**src/rtl/bitmod_pkg.sv**
```systemverilog
package bitmod_pkg;

    // Sequencer steps; each one issues at most one memory access.
    typedef enum logic [2:0] {
        ST_IDLE     = 3'd0,
        ST_FETCH_LO = 3'd1,
        ST_FETCH_HI = 3'd2,
        ST_READ_LO  = 3'd3,
        ST_READ_HI  = 3'd4,
        ST_WRITE_LO = 3'd5,
        ST_WRITE_HI = 3'd6,
        ST_DONE     = 3'd7
    } step_t;

endpackage

```
**src/rtl/bitmod_alu.sv**
```systemverilog
module bitmod_alu #(
    parameter  int BYTE_W = 8,
    parameter  int LANES  = 2,
    localparam int VAL_W  = BYTE_W * LANES
) (
    input  logic [VAL_W-1:0] mem_val_i,
    input  logic [VAL_W-1:0] acc_i,
    input  logic             op_set_i,
    input  logic             wide_i,
    output logic [VAL_W-1:0] result_o,
    output logic             zero_o
);

    logic [VAL_W-1:0] acc_eff;

    // Lane 0 always takes part; upper lanes only in wide mode.
    for (genvar ln = 0; ln < LANES; ln++) begin : g_lane
        logic [BYTE_W-1:0] a_ln;
        logic [BYTE_W-1:0] m_ln;

        if (ln == 0) begin : g_base
            assign a_ln = acc_i[ln*BYTE_W +: BYTE_W];
        end else begin : g_upper
            assign a_ln = wide_i ? acc_i[ln*BYTE_W +: BYTE_W] : '0;
        end

        assign m_ln = mem_val_i[ln*BYTE_W +: BYTE_W];
        assign acc_eff[ln*BYTE_W +: BYTE_W]  = a_ln;
        assign result_o[ln*BYTE_W +: BYTE_W] = op_set_i ? (m_ln | a_ln) : (m_ln & ~a_ln);
    end

    // Flag comes from the unmodified memory value.
    assign zero_o = ~|(mem_val_i & acc_eff);

endmodule

```
**src/rtl/bitmod_ctrl.sv**
```systemverilog
module bitmod_ctrl
    import bitmod_pkg::*;
#(
    parameter  int BYTE_W     = 8,
    parameter  int INSN_LEN   = 3,
    parameter  int NARROW_CYC = 6,
    parameter  int WIDE_CYC   = 7,
    localparam int ADDR_W     = 2 * BYTE_W,
    localparam int VAL_W      = 2 * BYTE_W,
    localparam int CYC_W      = $clog2(WIDE_CYC + 1),
    localparam int LEN_W      = $clog2(INSN_LEN + 1)
) (
    input  logic              clk,
    input  logic              rst_n,
    input  logic              start_i,
    input  logic              op_set_i,
    input  logic              wide_i,
    input  logic [VAL_W-1:0]  acc_i,
    input  logic [ADDR_W-1:0] pc_i,
    input  logic [BYTE_W-1:0] mem_rdata_i,
    input  logic [VAL_W-1:0]  alu_result_i,
    input  logic              alu_zero_i,
    output logic [VAL_W-1:0]  alu_val_o,
    output logic [VAL_W-1:0]  alu_acc_o,
    output logic              alu_op_set_o,
    output logic              alu_wide_o,
    output logic [ADDR_W-1:0] mem_addr_o,
    output logic              mem_rd_o,
    output logic              mem_wr_o,
    output logic [BYTE_W-1:0] mem_wdata_o,
    output logic              busy_o,
    output logic              done_o,
    output logic              zero_o,
    output logic [ADDR_W-1:0] pc_next_o,
    output logic [LEN_W-1:0]  bytes_o,
    output logic [CYC_W-1:0]  cycles_o
);

    typedef struct packed {
        step_t             step;
        logic              op_set;
        logic              wide;
        logic [VAL_W-1:0]  acc;
        logic [ADDR_W-1:0] pc;
        logic [BYTE_W-1:0] addr_lo;
        logic [ADDR_W-1:0] opnd;
        logic [BYTE_W-1:0] data_lo;
        logic [BYTE_W-1:0] hi_res;
        logic              zero;
    } regs_t;

    regs_t r_d, r_q;

    // Read data is registered: the byte requested in one step is
    // present on mem_rdata_i during the next step.
    always_comb begin
        r_d         = r_q;
        mem_rd_o    = 1'b0;
        mem_wr_o    = 1'b0;
        mem_addr_o  = '0;
        mem_wdata_o = '0;

        case (r_q.step)
            ST_IDLE: begin
                if (start_i) begin
                    r_d.step   = ST_FETCH_LO;
                    r_d.op_set = op_set_i;
                    r_d.wide   = wide_i;
                    r_d.acc    = acc_i;
                    r_d.pc     = pc_i;
                end
            end
            ST_FETCH_LO: begin
                mem_rd_o   = 1'b1;
                mem_addr_o = r_q.pc + ADDR_W'(1);
                r_d.step   = ST_FETCH_HI;
            end
            ST_FETCH_HI: begin
                mem_rd_o    = 1'b1;
                mem_addr_o  = r_q.pc + ADDR_W'(2);
                r_d.addr_lo = mem_rdata_i;
                r_d.step    = ST_READ_LO;
            end
            ST_READ_LO: begin
                mem_rd_o   = 1'b1;
                mem_addr_o = {mem_rdata_i, r_q.addr_lo};
                r_d.opnd   = {mem_rdata_i, r_q.addr_lo};
                r_d.step   = r_q.wide ? ST_READ_HI : ST_WRITE_LO;
            end
            ST_READ_HI: begin
                mem_rd_o    = 1'b1;
                mem_addr_o  = r_q.opnd + ADDR_W'(1);
                r_d.data_lo = mem_rdata_i;
                r_d.step    = ST_WRITE_LO;
            end
            ST_WRITE_LO: begin
                mem_wr_o    = 1'b1;
                mem_addr_o  = r_q.opnd;
                mem_wdata_o = alu_result_i[BYTE_W-1:0];
                r_d.hi_res  = alu_result_i[VAL_W-1:BYTE_W];
                r_d.zero    = alu_zero_i;
                r_d.step    = r_q.wide ? ST_WRITE_HI : ST_DONE;
            end
            ST_WRITE_HI: begin
                mem_wr_o    = 1'b1;
                mem_addr_o  = r_q.opnd + ADDR_W'(1);
                mem_wdata_o = r_q.hi_res;
                r_d.step    = ST_DONE;
            end
            ST_DONE: begin
                r_d.step = ST_IDLE;
            end
            default: begin
                r_d.step = ST_IDLE;
            end
        endcase
    end

    always_ff @(posedge clk or negedge rst_n) begin
        if (!rst_n) begin
            r_q <= '{step: ST_IDLE, default: '0};
        end else begin
            r_q <= r_d;
        end
    end

    // Operand for the modify step: little-endian pair or single byte.
    assign alu_val_o    = r_q.wide ? {mem_rdata_i, r_q.data_lo}
                                   : {{BYTE_W{1'b0}}, mem_rdata_i};
    assign alu_acc_o    = r_q.acc;
    assign alu_op_set_o = r_q.op_set;
    assign alu_wide_o   = r_q.wide;

    assign busy_o    = (r_q.step != ST_IDLE);
    assign done_o    = (r_q.step == ST_DONE);
    assign zero_o    = r_q.zero;
    assign pc_next_o = r_q.pc + ADDR_W'(INSN_LEN);
    assign bytes_o   = LEN_W'(INSN_LEN);
    assign cycles_o  = r_q.wide ? CYC_W'(WIDE_CYC) : CYC_W'(NARROW_CYC);

endmodule

```
**src/rtl/bitmod_rmw_unit.sv**
```systemverilog
module bitmod_rmw_unit #(
    parameter  int BYTE_W     = 8,
    parameter  int INSN_LEN   = 3,
    parameter  int NARROW_CYC = 6,
    parameter  int WIDE_CYC   = 7,
    localparam int ADDR_W     = 2 * BYTE_W,
    localparam int VAL_W      = 2 * BYTE_W,
    localparam int CYC_W      = $clog2(WIDE_CYC + 1),
    localparam int LEN_W      = $clog2(INSN_LEN + 1)
) (
    input  logic              clk,
    input  logic              rst_n,
    input  logic              start_i,
    input  logic              op_set_i,
    input  logic              wide_i,
    input  logic [VAL_W-1:0]  acc_i,
    input  logic [ADDR_W-1:0] pc_i,
    output logic [ADDR_W-1:0] mem_addr_o,
    output logic              mem_rd_o,
    output logic              mem_wr_o,
    output logic [BYTE_W-1:0] mem_wdata_o,
    input  logic [BYTE_W-1:0] mem_rdata_i,
    output logic              busy_o,
    output logic              done_o,
    output logic              zero_o,
    output logic [ADDR_W-1:0] pc_next_o,
    output logic [LEN_W-1:0]  bytes_o,
    output logic [CYC_W-1:0]  cycles_o
);

    logic [VAL_W-1:0] alu_val;
    logic [VAL_W-1:0] alu_acc;
    logic [VAL_W-1:0] alu_res;
    logic             alu_op_set;
    logic             alu_wide;
    logic             alu_zero;

    bitmod_ctrl #(
        .BYTE_W    (BYTE_W),
        .INSN_LEN  (INSN_LEN),
        .NARROW_CYC(NARROW_CYC),
        .WIDE_CYC  (WIDE_CYC)
    ) u_ctrl (
        .clk         (clk),
        .rst_n       (rst_n),
        .start_i     (start_i),
        .op_set_i    (op_set_i),
        .wide_i      (wide_i),
        .acc_i       (acc_i),
        .pc_i        (pc_i),
        .mem_rdata_i (mem_rdata_i),
        .alu_result_i(alu_res),
        .alu_zero_i  (alu_zero),
        .alu_val_o   (alu_val),
        .alu_acc_o   (alu_acc),
        .alu_op_set_o(alu_op_set),
        .alu_wide_o  (alu_wide),
        .mem_addr_o  (mem_addr_o),
        .mem_rd_o    (mem_rd_o),
        .mem_wr_o    (mem_wr_o),
        .mem_wdata_o (mem_wdata_o),
        .busy_o      (busy_o),
        .done_o      (done_o),
        .zero_o      (zero_o),
        .pc_next_o   (pc_next_o),
        .bytes_o     (bytes_o),
        .cycles_o    (cycles_o)
    );

    bitmod_alu #(
        .BYTE_W(BYTE_W),
        .LANES (2)
    ) u_alu (
        .mem_val_i(alu_val),
        .acc_i    (alu_acc),
        .op_set_i (alu_op_set),
        .wide_i   (alu_wide),
        .result_o (alu_res),
        .zero_o   (alu_zero)
    );

endmodule

```
**config.mk**
```make
export PLATFORM = sky130hd
export DESIGN_NAME = bitmod_rmw_unit
export DESIGN_NICKNAME = d
export VERILOG_FILES = /design/src/rtl/bitmod_pkg.sv /design/src/rtl/bitmod_alu.sv /design/src/rtl/bitmod_ctrl.sv /design/src/rtl/bitmod_rmw_unit.sv
export SDC_FILE = /design/constraint.sdc
export NUM_CORES = 1
export LEC_CHECK = 0
export BUFFER_PORTS_ARGS = -buffer_cell sky130_fd_sc_hd__buf_2
export CAP_MARGIN = 10
export CORE_AREA = 2 2 133 135
export DETAILED_ROUTE_END_ITERATION = 10
export DIE_AREA = 0 0 135 137
export HOLD_SLACK_MARGIN = 0.15
export PLACE_DENSITY = 0.5
export SLEW_MARGIN = 15
export SYNTH_ARGS = -nofsm -noshare
export SYNTH_HDL_FRONTEND = slang
export SYNTH_SLANG_ARGS = --single-unit
export TNS_END_PERCENT = 100
```
**constraint.sdc**
```tcl
create_clock -name clk -period 3.8 [get_ports clk]
set_input_delay 0.19 -clock clk [delete_from_list [all_inputs] [get_ports clk]]
set_output_delay 0.19 -clock clk [all_outputs]
set_load 0.005 [all_outputs]
```
[Yosys cells after proc, flatten, opt, wreduce, memory -nomap -nowiden]
Index checks and enable logic that the tools add are counted.
Storage, ports and cells
  register bits: 78
Operators by class
  add/subtract/negate cells: 4
  eq/ne operators: 8
  mux-type cells: 13
  bitwise operators: 7
  reduce and logical (&&, ||, !) cells: 8
Operator list (number)
  $pmux W16 S5: 1
  $mux W37: 1
  $add A16 B1 Y16 const B: 2
  $add A16 B2 Y16 const B: 2
  $mux W8: 3
  $pmux W3 S8: 1
  $and A16 B16 Y16: 1
  $and A8 B8 Y8: 2
  $mux W16: 1
  $not A8 Y8: 2
  $or A8 B8 Y8: 2
  $pmux W8 S2: 1
  $reduce_or A16 Y1: 1
  $eq A3 B3 Y1 const B: 4
  $eq A3 B2 Y1 const B: 2
  $mux W1: 5
  $reduce_or A2 Y1: 2
  $reduce_or A4 Y1: 1
  $eq A3 B1 Y1 const B: 1
  $logic_not A3 Y1: 1
  $reduce_bool A3 Y1: 1
  $ne A2 B2 Y1 const B: 1
  $reduce_and A2 Y1: 1
  $logic_not A1 Y1: 1

[Longest topological paths before layout]
Gate-level depths: netlist (run 1).
  depth after elaboration: 4
  mapped depth: 14
  depth with buffers taken out: 8

[By module]
A second synthesis (run 1) with hierarchy kept.
Second synthesis, totals
  cell total of the unflattened synthesis: 527
  area total of the unflattened synthesis: 5358.9 um^2
Modules (own cells, without submodules)
  bitmod_ctrl: instances 1, cells each 489, area each 5054.8 um^2, sequential area each 1951.9 um^2
  bitmod_alu: instances 1, cells each 38, area each 304.0 um^2, sequential area each 0.0 um^2

[Least setup slack after synthesis (run 1)]
OpenSTA, ideal clock, no wires.
  kind: reg-to-output
  start point: register u_ctrl.r_q[77] in the netlist's numbering
  end point: output mem_addr_o[10]
  arrival: 2626 ps
  data required time: 3610 ps
  slack: 984 ps
  cell stages (with the launch flop): 15
  buffers on the path: 6
  path through: dfrtp_1 buf_6 nor2b_4 buf_6 buf_6 buf_4 buf_4 clkbuf_1 nand2_1 o21ai_0 ha_1 inv_1 nor3_2 a211oi_1 or3_1
Between the ends
  word-level cells in the longest chain between the ends: 3
  elaborated cells on any way between the ends: 8
  those cells by class: 6 x eq/ne; 1 x mux; 1 x reduce/logical
Ends and longest elaborated chain
  start: declaration: line bitmod_ctrl.sv:52  | regs_t r_d, r_q;
  start signal: assignment: line bitmod_ctrl.sv:123  | r_q <= r_d;
  $eq A3 B3 Y1: line bitmod_ctrl.sv:63  | case (r_q.step)
  $reduce_or A2 Y1 (no line)
  $pmux W16 S5 *: line bitmod_ctrl.sv:63
  end: declaration: line bitmod_rmw_unit.sv:18  | output logic [ADDR_W-1:0] mem_addr_o,
Mark *: on every way between the ends. The rest lies on a longest branch, timed or not.

[Worst setup path after layout (run 1)]
Same ends and word-level chain as after synthesis.

==> results.json, run 1 <==
{
  "slew_headroom_pct": 27.9,
  "status": "complete, no violations",
  "yosysUniqueCellTypes": 57,
  "nets": 696,
  "rows": 48,
  "synth_area_sq_mm": 0.00501,
  "reg2reg_to": "u_ctrl.r_q[48]",
  "ys_seq_area_share_pct": 38.9,
  "post_cts_resized": 0,
  "synth_async_sr_flop_share_pct": 100,
  "critPathLaunchType": "register",
  "synth_seq_cells": 78,
  "detail-route-antenna-nets": 0,
  "critPathArrivalTime_ns": 3.11,
  "required_ns": 3.61,
  "post-route-period-util_pct": 86.9,
  "worstPathMaxFanout": 19,
  "clkPwrFrac_pct": 16.3,
  "crit_start": "u_ctrl.r_q[77]",
  "clk_latency_ns": 0.35,
  "synth_warnings": 0,
  "wl_per_cell_um": 17.5,
  "track_usage_pct": 17.4,
  "leakagePower_nw": 2.79,
  "reg2reg_from": "u_ctrl.r_q[75]",
  "irDropWorstVdd_mv": 0.373,
  "drt_iter0_drc": 366,
  "htreeDepth": 3,
  "synth_cells": 536,
  "cts_tree": "done",
  "grt_pass1_wl_um": 24700,
  "max_cap_viol_count": 0,
  "antenna_found_initial": 0,
  "power_frac_comb_pct": 50.5,
  "holdCritPathClass": "in -> reg",
  "regArea_sq_mm": 0.00195,
  "hold_violations": 0,
  "r2r_setup_slack_ns": 1.27,
  "dp.final_hpwl_um": 11000,
  "cts-root-buf": "clkbuf_16",
  "io_buffers": 90,
  "slew_violations": 0,
  "gp_congestion": 0.859,
  "powerDensity_mw_per_mm2": 880,
  "drc": 0,
  "clock_sinks": 78,
  "intPower_w": 0.00311,
  "cts_buffer_depth": 2,
  "multi_input_area_sq_mm": 0.00280,
  "fillerInstances": 1778,
  "skew_ns": 0.00679,
  "endpoint_kind": "primary output",
  "tightest_slew_ns": 1.08,
  "boundaryPins": 95,
  "synth_flop_cell": "dfrtp_1",
  "rsz0062_at_grt": "false",
  "n_antenna_cell": 0,
  "swShare_pct": 44.2,
  "layout_common_cells": "buf_2 (89), nand2_1 (79), dfrtp_1 (78), mux2_2 (52), dlygate4sd3_1 (41)",
  "die_h_um": 137,
  "fmaxAchievable_mhz": 303,
  "post-place-ws_ns": 0.886,
  "avgViaCountPerCell": 5.10,
  "grt_max_degree": 79,
  "clk_pin_slew_ns": 0.06,
  "finalWirelength_um": 15400,
  "timing.hold.ws_ns": 0.165,
  "final_core_util_pct": 37.1,
  "grt_pass1_vias": 4443,
  "seqPwrFrac_pct": 33.2,
  "die_area_sq_mm": 0.0185,
  "setup_viol": 0,
  "dr_total_vias": 4470,
  "power.switching_w": 0.00247,
  "layout_commonest_cell": "buf_2",
  "synth-edff-count": 0,
  "start_util_pct": 29.4,
  "finalWorstSetupSlack_ns": 0.497,
  "area_delta_synth_final_pct": 26.4,
  "r2r_cells": 4,
  "syn_avg_cell_area_sq_um": 9.35,
  "core_sq_mm": 0.0171,
  "fin_tns_setup_ns": 0,
  "dpl.cell_count": 820,
  "final_cells": 877,
  "fin_crit_ns": 3.30,
  "crit_type": "reg -> out",
  "die_width_um": 135,
  "cts_made_buffers": 9,
  "endpoint": "mem_addr_o[10]",
  "drive_gt1_share_pct": 27.0,
  "grt.overflow.total": 0,
  "first_pass_iters": 5
}
## per-stage QoR
step / total power [W] / instance area [sq um]
floorplan: 0.00366 / 5020
CTS: 0.00561 / 6330
finish: 0.00557 / 6340
global route: 0.00602 / 6340
global placement: 0.00460 / 5620
detailed placement: 0.00464 / 5620
## what timing repair did
item	CTS	global route
endpoints found under the hold margin	120	0
hold buffers	41	0
endpoints found under the setup margin	0	0
setup buffers	0	0
## how the worst min path moves through the flow
stage | from | to | slack, ns | depth (start not counted)
3_5_place_dp | acc_i[1] | u_ctrl.alu_acc_o[1] | 0.42 | 3
3_3_place_gp | acc_i[1] | u_ctrl.alu_acc_o[1] | 0.40 | 3
4_1_cts | mem_rdata_i[1] | u_ctrl.r_q[34] | 0.15 | 3
2_1_floorplan | rst_n | u_ctrl.alu_acc_o[0] | -0.11 | 0
5_1_grt | mem_rdata_i[5] | u_ctrl.r_q[38] | 0.18 | 3
6_report | mem_rdata_i[1] | u_ctrl.r_q[34] | 0.16 | 3
## state kept, by name, summed over array words and instances (netlist names)
| register | count |
|---|---|
| u_ctrl.alu_op_set_o | 1 |
| u_ctrl.alu_wide_o | 1 |
| u_ctrl.alu_acc_o | 16 |
| u_ctrl.zero_o | 1 |
| u_ctrl.r_q | 59 |
## final cells by class
cell class | count | share of cell area [%]
Sequential cell | 78 | 30.8
Tap cell | 225 | 4.44
Timing Repair Buffer | 141 | 14.9
Multi-Input combinational cell | 403 | 44.2
Inverter | 14 | 0.829
Clock buffer | 9 | 3.55
Clock inverter | 7 | 1.26
## per-layer routing
layer  wire length (um)  global-route usage [%]
met1               7270                    24.1
met2               7190                    27.7
met3                692                    2.85
met4                211                    5.61
met5                  0                       0
## synth_stat cells, types with 2 or more instances
cell type / count / area, sq um
nand4b_1: 2 / 17.5
dfrtp_1: 78 / 1950
a32o_1: 2 / 20.0
a211oi_1: 2 / 15.0
and2_1: 2 / 12.5
and3_1: 3 / 18.8
nor4b_1: 2 / 17.5
o221ai_1: 8 / 70.1
a21oi_1: 15 / 75.1
a21o_1: 2 / 15.0
a31oi_1: 2 / 12.5
xor2_1: 17 / 149
inv_1: 14 / 52.6
nand3_1: 19 / 95.1
buf_4: 7 / 52.6
o21ai_0: 24 / 120
a22oi_1: 14 / 105
a22o_1: 10 / 87.6
buf_1: 3 / 11.3
xnor2_1: 16 / 140
o31a_1: 2 / 17.5
or3_1: 5 / 31.3
buf_2: 9 / 45.0
o22ai_1: 6 / 37.5
mux2i_1: 29 / 290
o311a_1: 2 / 20.0
nor2b_1: 5 / 31.3
nand2_1: 79 / 297
nor4_1: 4 / 25.0
nand4_1: 4 / 25.0
ha_1: 4 / 50.1
nand2b_1: 2 / 12.5
clkbuf_1: 22 / 82.6
mux2_2: 52 / 586
buf_6: 3 / 33.8
nor2_1: 37 / 139
a211o_1: 2 / 17.5
nor3_1: 8 / 40.0
## cell families (layout without fill, tap and decap cells)
family | count (synthesis) | in the layout | share of synthesized area, %
buf+inv | 58 | 171 | 5.54
compound gates | 103 | 103 | 14.2
mux | 83 | 83 | 18.2
flops | 78 | 78 | 38.9
xor+xnor | 33 | 33 | 5.76
fa+ha+maj | 4 | 4 | 0.998
simple gates | 176 | 176 | 16.3
other cells | 1 | 4 | 0.0748
## power groups by stage
| stage | Clock, W | Sequential [W] | Combinational (W) |
|---|---|---|---|
| final | 0.000910 | 0.00185 | 0.00281 |
| after floorplan | 0 | 0.00150 | 0.00216 |
| after CTS | 0.000936 | 0.00184 | 0.00283 |
| after global routing | 0.000979 | 0.00192 | 0.00312 |
| after detailed placement | 0 | 0.00185 | 0.00279 |
| after global placement | 0 | 0.00185 | 0.00276 |
## critical path: stages, from the launching register on
cell,delay [ns]
dfrtp_1,0.65
nor2b_4,0.30
buf_4,0.25
mux2_2,0.24
ha_1,0.21
inv_1,0.08
nor3_2,0.40
a211oi_1,0.13
or3_1,0.36
buf_2,0.14
Power figures use the tool's default switching activity.
==> inputs of run 2 (changes only) <==
--- a/config.mk
+++ b/config.mk
@@ -11,7 +11,7 @@
 export DETAILED_ROUTE_END_ITERATION = 10
 export DIE_AREA = 0 0 135 137
 export HOLD_SLACK_MARGIN = 0.15
-export PLACE_DENSITY = 0.5
+export PLACE_DENSITY = 0.48
 export SLEW_MARGIN = 15
 export SYNTH_ARGS = -nofsm -noshare
 export SYNTH_HDL_FRONTEND = slang
==> results.json, run 2 (same netlist as run 1, synthesis figures left out) <==
{
  "status": "complete, no violations",
  "antenna_found_initial": 0,
  "final_core_util_pct": 36.9,
  "die_width_um": 135,
  "area_delta_synth_final_pct": 25.6,
  "max_cap_viol_count": 0,
  "cts_buffer_depth": 2,
  "grt.overflow.total": 0,
  "regArea_sq_mm": 0.00195,
  "setup_viol": 0,
  "skew_ns": 0.00599,
  "fmaxAchievable_mhz": 287,
  "die_h_um": 137,
  "worstPathMaxFanout": 19,
  "hold_depth": 3,
  "slew_headroom_pct": 35.8,
  "crit_type": "reg -> out",
  "drc": 0,
  "largest_register_ffs": 59,
  "layout_commonest_cell": "buf_2",
  "tightest_slew_ns": 0.961,
  "first_pass_iters": 5,
  "rows": 48,
  "reg2reg_from": "u_ctrl.r_q[77]",
  "dpl.cell_count": 817,
  "htreeDepth": 3,
  "layout_common_cells": "buf_2 (89), nand2_1 (79), dfrtp_1 (78), mux2_2 (52), dlygate4sd3_1 (37)",
  "slew_violations": 0,
  "rsz0062_at_grt": "false",
  "reg2reg_to": "u_ctrl.r_q[11]",
  "gp_congestion": 0.858,
  "clk_pin_slew_ns": 0.07,
  "dp.final_hpwl_um": 11100,
  "irDropWorstVdd_mv": 0.370,
  "drive_gt1_share_pct": 26.8,
  "fin_crit_ns": 3.48,
  "endpoint_kind": "primary output",
  "powerDensity_mw_per_mm2": 884,
  "cts_tree": "done",
  "leakagePower_nw": 2.77,
  "cts_setup_buffers": 0,
  "fin_tns_setup_ns": 0,
  "critPathArrivalTime_ns": 3.29,
  "nets": 689,
  "r2r_cells": 4,
  "final_area_sq_mm": 0.00629,
  "drt_iter0_drc": 266,
  "clock_sinks": 78,
  "r2r_setup_slack_ns": 1.02,
  "wl_per_cell_um": 17.7,
  "postPlaceCellArea_sq_mm": 0.00561,
  "grt_max_degree": 79,
  "multi_input_area_sq_mm": 0.00280,
  "required_ns": 3.61,
  "regMostFlops": "u_ctrl.r_q",
  "min-delay-start": "mem_rdata_i[3]",
  "total_power_w": 0.00557,
  "post-route-period-util_pct": 91.7,
  "start_util_pct": 29.4,
  "cts-root-buf": "clkbuf_16",
  "io_buffers": 90,
  "clk_latency_ns": 0.35,
  "core_sq_mm": 0.0171,
  "dr_total_vias": 4443,
  "finalWirelength_um": 15400,
  "avgViaCountPerCell": 5.11,
  "fillerInstances": 1778,
  "boundaryPins": 95,
  "critPathLaunchType": "register",
  "die_area_sq_mm": 0.0185,
  "grt_pass1_wl_um": 24800,
  "holdCritPathClass": "in -> reg",
  "final_cells": 870,
  "hold_violations": 0,
  "track_usage_pct": 17.3,
  "grt_pass1_vias": 4423,
  "min_to": "u_ctrl.r_q[28]",
  "cts_made_buffers": 9,
  "n_antenna_cell": 0,
  "detail-route-antenna-nets": 0
}
==> run 2: changes by cell type in the layout (fill, tap and decap cells not counted) <==
cell	delta
inv_8	+2
clkinv_2	-1
dlygate4sd3_1	-4
buf_12	+1
buf_4	-4
clkinv_4	+1
inv_6	-2
==> run 2: final cells by class <==
cell class / instances / area share [%]
inverter: 14 / 0.835
multi-input combinational: 403 / 44.5
timing repair buffer: 134 / 14.2
tap: 225 / 4.47
clock inverter: 7 / 1.41
sequential: 78 / 31.0
clock buffer: 9 / 3.58
==> run 2: worst max-delay path, stage by stage, from the launching register on <==
cell,delay [ns]
dfrtp_1,0.68
nor2b_4,0.58
mux2_2,0.32
ha_1,0.21
inv_1,0.08
nor3_2,0.42
a211oi_1,0.13
or3_1,0.38
buf_2,0.14
==> run 2: per-stage QoR <==
step | hold slack, ns | worst slack, ns
floorplan | -0.106 | 0.984
global placement | 0.403 | 0.780
detailed placement | 0.402 | 0.728
CTS | 0.151 | 0.346
global route | 0.165 | 0.0969
finish | 0.159 | 0.317
==> run 2: report_power, final <==
| group | internal [W] | total, W | switching, W | leakage (nW) |
|---|---|---|---|---|
| clock network | 0.000527 | 0.000932 | 0.000405 | 0.152 |
| logic | 0.00134 | 0.00277 | 0.00142 | 1.67 |
| registers | 0.00123 | 0.00187 | 0.000632 | 0.950 |
| total | 0.00310 | 0.00557 | 0.00246 | 2.77 |
==> run 2: worst max-delay path by stage <==
stage / from / end / cells past startpoint
floorplan: u_ctrl.r_q[77] / mem_addr_o[10] / 14
global placement: u_ctrl.r_q[77] / mem_addr_o[12] / 7
detailed placement: u_ctrl.r_q[77] / mem_addr_o[10] / 8
CTS: u_ctrl.r_q[77] / mem_addr_o[10] / 8
global route: u_ctrl.r_q[77] / mem_addr_o[10] / 8
finish: u_ctrl.r_q[77] / mem_addr_o[10] / 8
==> run 2: per-layer routing <==
layer | part of all wire, % | GRT usage, % | vias to the layer above | wire length [um]
li1 | - | - | 2110 | -
met1 | 48 | 24.1 | 2198 | 7410
met2 | 46 | 27.8 | 117 | 7110
met3 | 4.3 | 3.41 | 18 | 662
met4 | 1.2 | 3.70 | 0 | 189
met5 | 0 | 0 | - | 0
==> run 2: what timing repair did <==
item,in CTS,in global routing
hold endpoints to repair,114,0
hold buffers,37,0
resized for setup,0,0
